**src/rtl/wp_pkg.sv**
```systemverilog
// Shared types for the write-protection front end.
// Assumes nothing beyond standard SystemVerilog enums.
package wp_pkg;
    typedef enum logic [1:0] {
        WS_IDLE    = 2'd0,
        WS_ACTIVE  = 2'd1,
        WS_BLOCKED = 2'd2
    } wr_state_t;
endpackage

```
**src/rtl/wp_sync.sv**
```systemverilog
// Two-flop synchronizer for a vector of asynchronous single-bit inputs.
// Assumes each bit is independent; no bus coherency is implied.
module wp_sync #(
    parameter int         WIDTH   = 1,
    parameter logic [WIDTH-1:0] RST_VAL = '0
) (
    input  logic             clk,
    input  logic             rst_n,
    input  logic [WIDTH-1:0] d_i,
    output logic [WIDTH-1:0] q_o
);
    logic [WIDTH-1:0] stage1_q;
    logic [WIDTH-1:0] stage2_q;

    // Purpose: two-stage capture into the clock domain.
    always_ff @(posedge clk) begin
        if (!rst_n) begin
            stage1_q <= RST_VAL;
            stage2_q <= RST_VAL;
        end else begin
            stage1_q <= d_i;
            stage2_q <= stage1_q;
        end
    end

    assign q_o = stage2_q;
endmodule

```
**src/rtl/wp_deglitch.sv**
```systemverilog
// Level filter: the output follows the input only after the input has
// differed from the output for CYCLES consecutive clock samples.
// Assumes the input is already synchronous to clk. CYCLES must be >= 1.
module wp_deglitch #(
    parameter int   CYCLES  = 3,
    parameter logic RST_VAL = 1'b1
) (
    input  logic clk,
    input  logic rst_n,
    input  logic d_i,
    output logic q_o
);
    localparam int CW = (CYCLES < 2) ? 1 : $clog2(CYCLES + 1);
    localparam logic [CW-1:0] LAST = CW'(CYCLES - 1);

    logic [CW-1:0] run_q;
    logic          level_q;

    // Purpose: count consecutive disagreeing samples and flip when the run is long enough.
    always_ff @(posedge clk) begin
        if (!rst_n) begin
            level_q <= RST_VAL;
            run_q   <= '0;
        end else if (d_i == level_q) begin
            run_q <= '0;
        end else if (run_q == LAST) begin
            level_q <= d_i;
            run_q   <= '0;
        end else begin
            run_q <= run_q + 1'b1;
        end
    end

    assign q_o = level_q;
endmodule

```
**src/rtl/wp_write_fsm.sv**
```systemverilog
// Write-cycle tracker. A cycle that opens and closes with the gate low
// yields one strobe. A cycle seen while the gate is high is discarded
// until the bus goes inactive.
// Assumes wr_active_i is filtered and synchronous. Address must be stable
// when the cycle opens and data when it closes, as seen after filtering.
module wp_write_fsm
    import wp_pkg::*;
#(
    parameter int ADDR_W = 16,
    parameter int DATA_W = 8
) (
    input  logic              clk,
    input  logic              rst_n,
    input  logic              wr_active_i,
    input  logic              gate_i,
    input  logic [ADDR_W-1:0] addr_i,
    input  logic [DATA_W-1:0] data_i,
    output logic              strobe_o,
    output logic [ADDR_W-1:0] addr_o,
    output logic [DATA_W-1:0] data_o,
    output wr_state_t         state_o
);
    wr_state_t         state_q;
    logic              strobe_q;
    logic [ADDR_W-1:0] addr_q;
    logic [DATA_W-1:0] data_q;

    // Purpose: advance the cycle state, capture address/data and pulse the strobe.
    always_ff @(posedge clk) begin
        if (!rst_n) begin
            state_q  <= WS_IDLE;
            strobe_q <= 1'b0;
            addr_q   <= '0;
            data_q   <= '0;
        end else begin
            strobe_q <= 1'b0;
            if (gate_i) begin
                state_q <= wr_active_i ? WS_BLOCKED : WS_IDLE;
            end else begin
                case (state_q)
                    WS_IDLE: begin
                        if (wr_active_i) begin
                            state_q <= WS_ACTIVE;
                            addr_q  <= addr_i;
                        end
                    end
                    WS_ACTIVE: begin
                        if (!wr_active_i) begin
                            state_q  <= WS_IDLE;
                            data_q   <= data_i;
                            strobe_q <= 1'b1;
                        end
                    end
                    WS_BLOCKED: begin
                        if (!wr_active_i) state_q <= WS_IDLE;
                    end
                    default: state_q <= WS_IDLE;
                endcase
            end
        end
    end

    assign strobe_o = strobe_q;
    assign addr_o   = addr_q;
    assign data_o   = data_q;
    assign state_o  = state_q;
endmodule

```
**src/rtl/wprot_qualifier.sv**
```systemverilog
// Top of the write-protection front end: synchronizes and filters the bus
// strobes, blocks writes under lockout or before power is good, drives the
// command-logic reset and forms the effective sector protection mask.
// Assumes the flags are glitch-free levels and prot_map_i is synchronous.
module wprot_qualifier
    import wp_pkg::*;
#(
    parameter int GLITCH_CYCLES = 3,
    parameter int SECTORS       = 8,
    parameter int ADDR_W        = 16,
    parameter int DATA_W        = 8
) (
    input  logic               clk,
    input  logic               rst_n,
    input  logic               ce_n_i,
    input  logic               we_n_i,
    input  logic               oe_n_i,
    input  logic               lockout_i,
    input  logic               pwr_ok_i,
    input  logic               hv_det_i,
    input  logic [SECTORS-1:0] prot_map_i,
    input  logic [ADDR_W-1:0]  addr_i,
    input  logic [DATA_W-1:0]  data_i,
    output logic               wr_strobe_o,
    output logic [ADDR_W-1:0]  cmd_addr_o,
    output logic [DATA_W-1:0]  cmd_data_o,
    output logic               cmd_reset_o,
    output logic [SECTORS-1:0] eff_prot_o
);
    localparam int NLINES = 3;   // index 0: ce, 1: we, 2: oe

    logic [NLINES-1:0] line_raw;
    logic [NLINES-1:0] line_sync;
    logic [NLINES-1:0] line_filt;
    logic [2:0]        flag_sync;
    logic              lockout_s;
    logic              pwr_s;
    logic              hv_s;
    logic              wr_active;
    logic              gate;
    logic              cmd_reset_q;
    logic [SECTORS-1:0] eff_q;
    wr_state_t         wr_state;

    assign line_raw = {oe_n_i, we_n_i, ce_n_i};

    wp_sync #(.WIDTH(NLINES), .RST_VAL({NLINES{1'b1}})) u_line_sync (
        .clk(clk), .rst_n(rst_n), .d_i(line_raw), .q_o(line_sync)
    );

    wp_sync #(.WIDTH(3), .RST_VAL(3'b000)) u_flag_sync (
        .clk(clk), .rst_n(rst_n),
        .d_i({hv_det_i, pwr_ok_i, lockout_i}), .q_o(flag_sync)
    );

    assign lockout_s = flag_sync[0];
    assign pwr_s     = flag_sync[1];
    assign hv_s      = flag_sync[2];

    for (genvar g = 0; g < NLINES; g++) begin : g_filt
        wp_deglitch #(.CYCLES(GLITCH_CYCLES), .RST_VAL(1'b1)) u_flt (
            .clk(clk), .rst_n(rst_n), .d_i(line_sync[g]), .q_o(line_filt[g])
        );
    end

    assign wr_active = !line_filt[0] && !line_filt[1] && line_filt[2];
    assign gate      = lockout_s || !pwr_s;

    wp_write_fsm #(.ADDR_W(ADDR_W), .DATA_W(DATA_W)) u_fsm (
        .clk(clk), .rst_n(rst_n),
        .wr_active_i(wr_active), .gate_i(gate),
        .addr_i(addr_i), .data_i(data_i),
        .strobe_o(wr_strobe_o), .addr_o(cmd_addr_o), .data_o(cmd_data_o),
        .state_o(wr_state)
    );

    // Purpose: hold the command logic in reset under lockout or before power is good.
    always_ff @(posedge clk) begin
        if (!rst_n) cmd_reset_q <= 1'b1;
        else        cmd_reset_q <= lockout_s || !pwr_s;
    end

    // Purpose: clear effective protection while high voltage is present; the stored map is untouched.
    always_ff @(posedge clk) begin
        if (!rst_n) eff_q <= '1;
        else        eff_q <= prot_map_i & ~{SECTORS{hv_s}};
    end

    assign cmd_reset_o = cmd_reset_q;
    assign eff_prot_o  = eff_q;
endmodule

```
**config.mk**
```make
export PLATFORM = sky130hd
export DESIGN_NAME = wprot_qualifier
export DESIGN_NICKNAME = d
export VERILOG_FILES = /design/src/rtl/wp_pkg.sv /design/src/rtl/wp_sync.sv /design/src/rtl/wp_deglitch.sv /design/src/rtl/wp_write_fsm.sv /design/src/rtl/wprot_qualifier.sv
export SDC_FILE = /design/constraint.sdc
export NUM_CORES = 1
export LEC_CHECK = 0
export ABC_AREA = 1
export BUFFER_PORTS_ARGS = -buffer_cell sky130_fd_sc_hd__buf_2
export CAP_MARGIN = 20
export CORE_MARGIN = 3
export CORE_UTILIZATION = 44
export DETAILED_ROUTE_END_ITERATION = 12
export HOLD_SLACK_MARGIN = 0.08
export PLACE_DENSITY_LB_ADDON = 0.05
export SYNTH_ARGS = -nofsm -noshare
export SYNTH_HDL_FRONTEND = slang
export SYNTH_SLANG_ARGS = --single-unit
```
**constraint.sdc**
```tcl
create_clock -name clk -period 1.3 [get_ports clk]
set_clock_uncertainty 0.1 [all_clocks]
set_input_delay 0.13 -clock clk [delete_from_list [all_inputs] [get_ports clk]]
set_output_delay 0.13 -clock clk [all_outputs]
set_load 0.05 [all_outputs]
```
==> out/results.ini <==
[run_status]
status = finished clean

[sta]
clock.fmax_ghz = 0.784
layout_min_cycle_time_ns = 1.28
relSlewSlack_pct = 79.2
hold_viol = 0
period_share_pct = 98.2
rsz0062_at_grt = yes
fin_ws_ns = 0.0239
drv_slew = 0
hold-worst-slack_ns = 0.135
worst_slew_pin_slew_ns = 0.312
setup_viol = 0

[yosys]
synth_nets = 273
syn_avg_cell_area_um2 = 9.03
syn-instance-count = 228
ys_seq_elements = 57
seq_area_frac_synth_pct = 55.4
ys_types = 26
syn_area_um2 = 2060
ys_warn_count = 0

[floorplan]
start_util_pct = 46.3
dieWidth_um = 74.4
dieArea_um2 = 5530
die_h_um = 74.4
core_area_um2 = 4440
ioPinCount = 74
rows = 24

[power]
clockPowerShare_pct = 44.6
max-vdd-ir-drop_mv = 0.797
internal_power_mw = 2.98
powerDensity_nw_per_um2 = 1220
power_frac_seq_pct = 47.3
p_leak_nw = 1.50
power_frac_comb_pct = 8.1
swShare_pct = 21.5
p_total_mw = 3.80
switchingPower_mw = 0.817

[clock_network]
clockBufferDepth = 2
cts_tree = built
clock-sinks = 57
postCtsSetupRepairBufs = 0
cts_root_buf = clkbuf_8
htreeDepth = 3
clk_pin_slew_ns = 0.06
clock_latency_ns = 0.33
cts_buffers = 9

[routing]
via_count = 1827
postRouteAntennaNets = 0
first_iter_violations = 46
routed_wirelength_mm = 4.53
drc = 0
drt-wirelength-per-cell_um = 11.1
dr.pass1.iters = 4
viasPerCell = 4.47

[final_layout]
antenna_cells = 0
finish.utilization_pct = 70.2
drive_gt1_share_pct = 36.7
final_common_cell = buf_2
fill_cells = 346
nets = 397
final_cell_mix = 73 x buf_2, 55 x dfxtp_1, 38 x dlygate4sd3_1
syn2layout_area_growth_pct = 51.7

[worst_setup_path]
cp-end-kind = flop
r2r_end = u_fsm.addr_o[4]
cp.required_ns = 1.47
cp_data_arrival_time_ns = 1.45
crit_type = flop to flop
crit_path_start_kind = flop
startpoint = u_fsm.state_o[0]
cp_max_fo = 7
reg2reg_from = u_fsm.state_o[0]
rrSetupSlack_ns = 0.02
reg2reg_depth = 7

[placed_design]
gp_congestion = 0.786
dp_slack_ns = 0.00824
dp_hpwl_mm = 2.75
io_buffers = 73

[flow_run]
cap_violations = 0

[global_route]
grt_overflow = 0
grt_max_degree = 35
grt_first_pass_wirelength_mm = 7.06
grt_util_all_layers_pct = 17.3
grt_pass1_vias = 1611
antenna_found_initial = 0

[min_path]
hp-start = rst_n
hold_path.class = input port to flop
min_path_cells = 4
holdPathEnd = g_filt[2].u_flt.q_o

==> worst max-delay path, stage by stage (launching register included) <==
cell and delay, ns:
dfxtp_2 0.33, inv_2 0.06, ha_4 0.13, nand3_4 0.08, nor2_8 0.17, buf_6 0.15, o21ai_0 0.07, nor2_1 0.10
==> stage by stage <==
step | std cells | instance area [um2] | setup TNS, ns
finish | 409 | 3120 | 0
global route | 409 | 3120 | -0.838
CTS | 408 | 3100 | -0.000200
detailed placement | 354 | 2510 | 0
global placement | 354 | 2510 | 0
floorplan | 228 | 2070 | 0
==> worst max-delay path by stage <==
stage,end,slack (ns)
after floorplan,u_fsm.addr_o[6],0.009
after global placement,u_fsm.addr_o[0],0.03
after detailed placement,u_fsm.addr_o[1],0.008
after CTS,u_fsm.addr_o[0],-0.0002
after global routing,u_fsm.addr_o[5],-0.07
final,u_fsm.addr_o[4],0.02
==> layout make-up <==
type                       instances  area [um2]  area share, %
tap                               52        65.1           2.08
sequential                        57        1140           36.6
inverter                          27         109           3.49
clock inverter                     2        35.0           1.12
timing repair buffer             121         828           26.5
multi-input combinational        136         768           24.6
clock buffer                      14         173           5.53
==> repair_timing <==
action / in CTS / in global routing
gates resized for setup: 3 / 7
hold buffers: 38 / 0
pin swaps: 1 / 8
hold endpoints to repair: 38 / 0
endpoints found under the setup margin: 2 / 26
cloned: 0 / 1
==> cell families after synthesis <==
kind of cell | Yosys count | share of synthesized area, %
and+or+nand+nor | 84 | 21.2
DFF | 57 | 55.4
AOI/OAI and AO/OA | 46 | 11.7
buffers and inverters | 36 | 8.63
adders and majority gates | 5 | 3.04
==> synth_stat cells, drive strengths merged <==
cell type,instances,share of area [%]
nor2,43,11
buf,4,2.5
a21oi,16,4.1
clkbuf,5,0.97
o211ai,3,1.1
ha,5,3.0
nand3,13,3.8
or2,6,1.8
o21ai,27,6.6
dfxtp,57,55
nand2,22,4.6
inv,27,5.2
==> power by group through the flow <==
stage / Sequential, mW / Clock [mW] / Combinational [mW]
6_report: 1.80 / 1.69 / 0.307
5_1_grt: 1.80 / 1.82 / 0.334
4_1_cts: 1.80 / 1.73 / 0.302
3_5_place_dp: 1.84 / 0 / 0.214
3_3_place_gp: 1.84 / 0 / 0.215
2_1_floorplan: 1.89 / 0 / 0.0611
==> layer usage <==
layer / up-vias / global-route usage, % / wire (um)
met5: - / 0 / 0
met4: 0 / 7.11 / 82
met3: 9 / 8.78 / 333
met2: 67 / 27.6 / 2100
met1: 778 / 19.5 / 2010
li1: 973 / - / -
==> registers in the layout, indices dropped and copies added (netlist names), 2 cells and up <==
register / count
eff_prot_o: 8
g_filt.u_flt.q_o: 3
g_filt.u_flt.run_q: 6
u_flag_sync.q_o: 3
u_flag_sync.stage1_q: 3
u_fsm.addr_o: 16
u_fsm.data_o: 8
u_fsm.state_o: 2
u_line_sync.q_o: 3
u_line_sync.stage1_q: 3
Note: power is estimated with default switching activity, not from simulation.
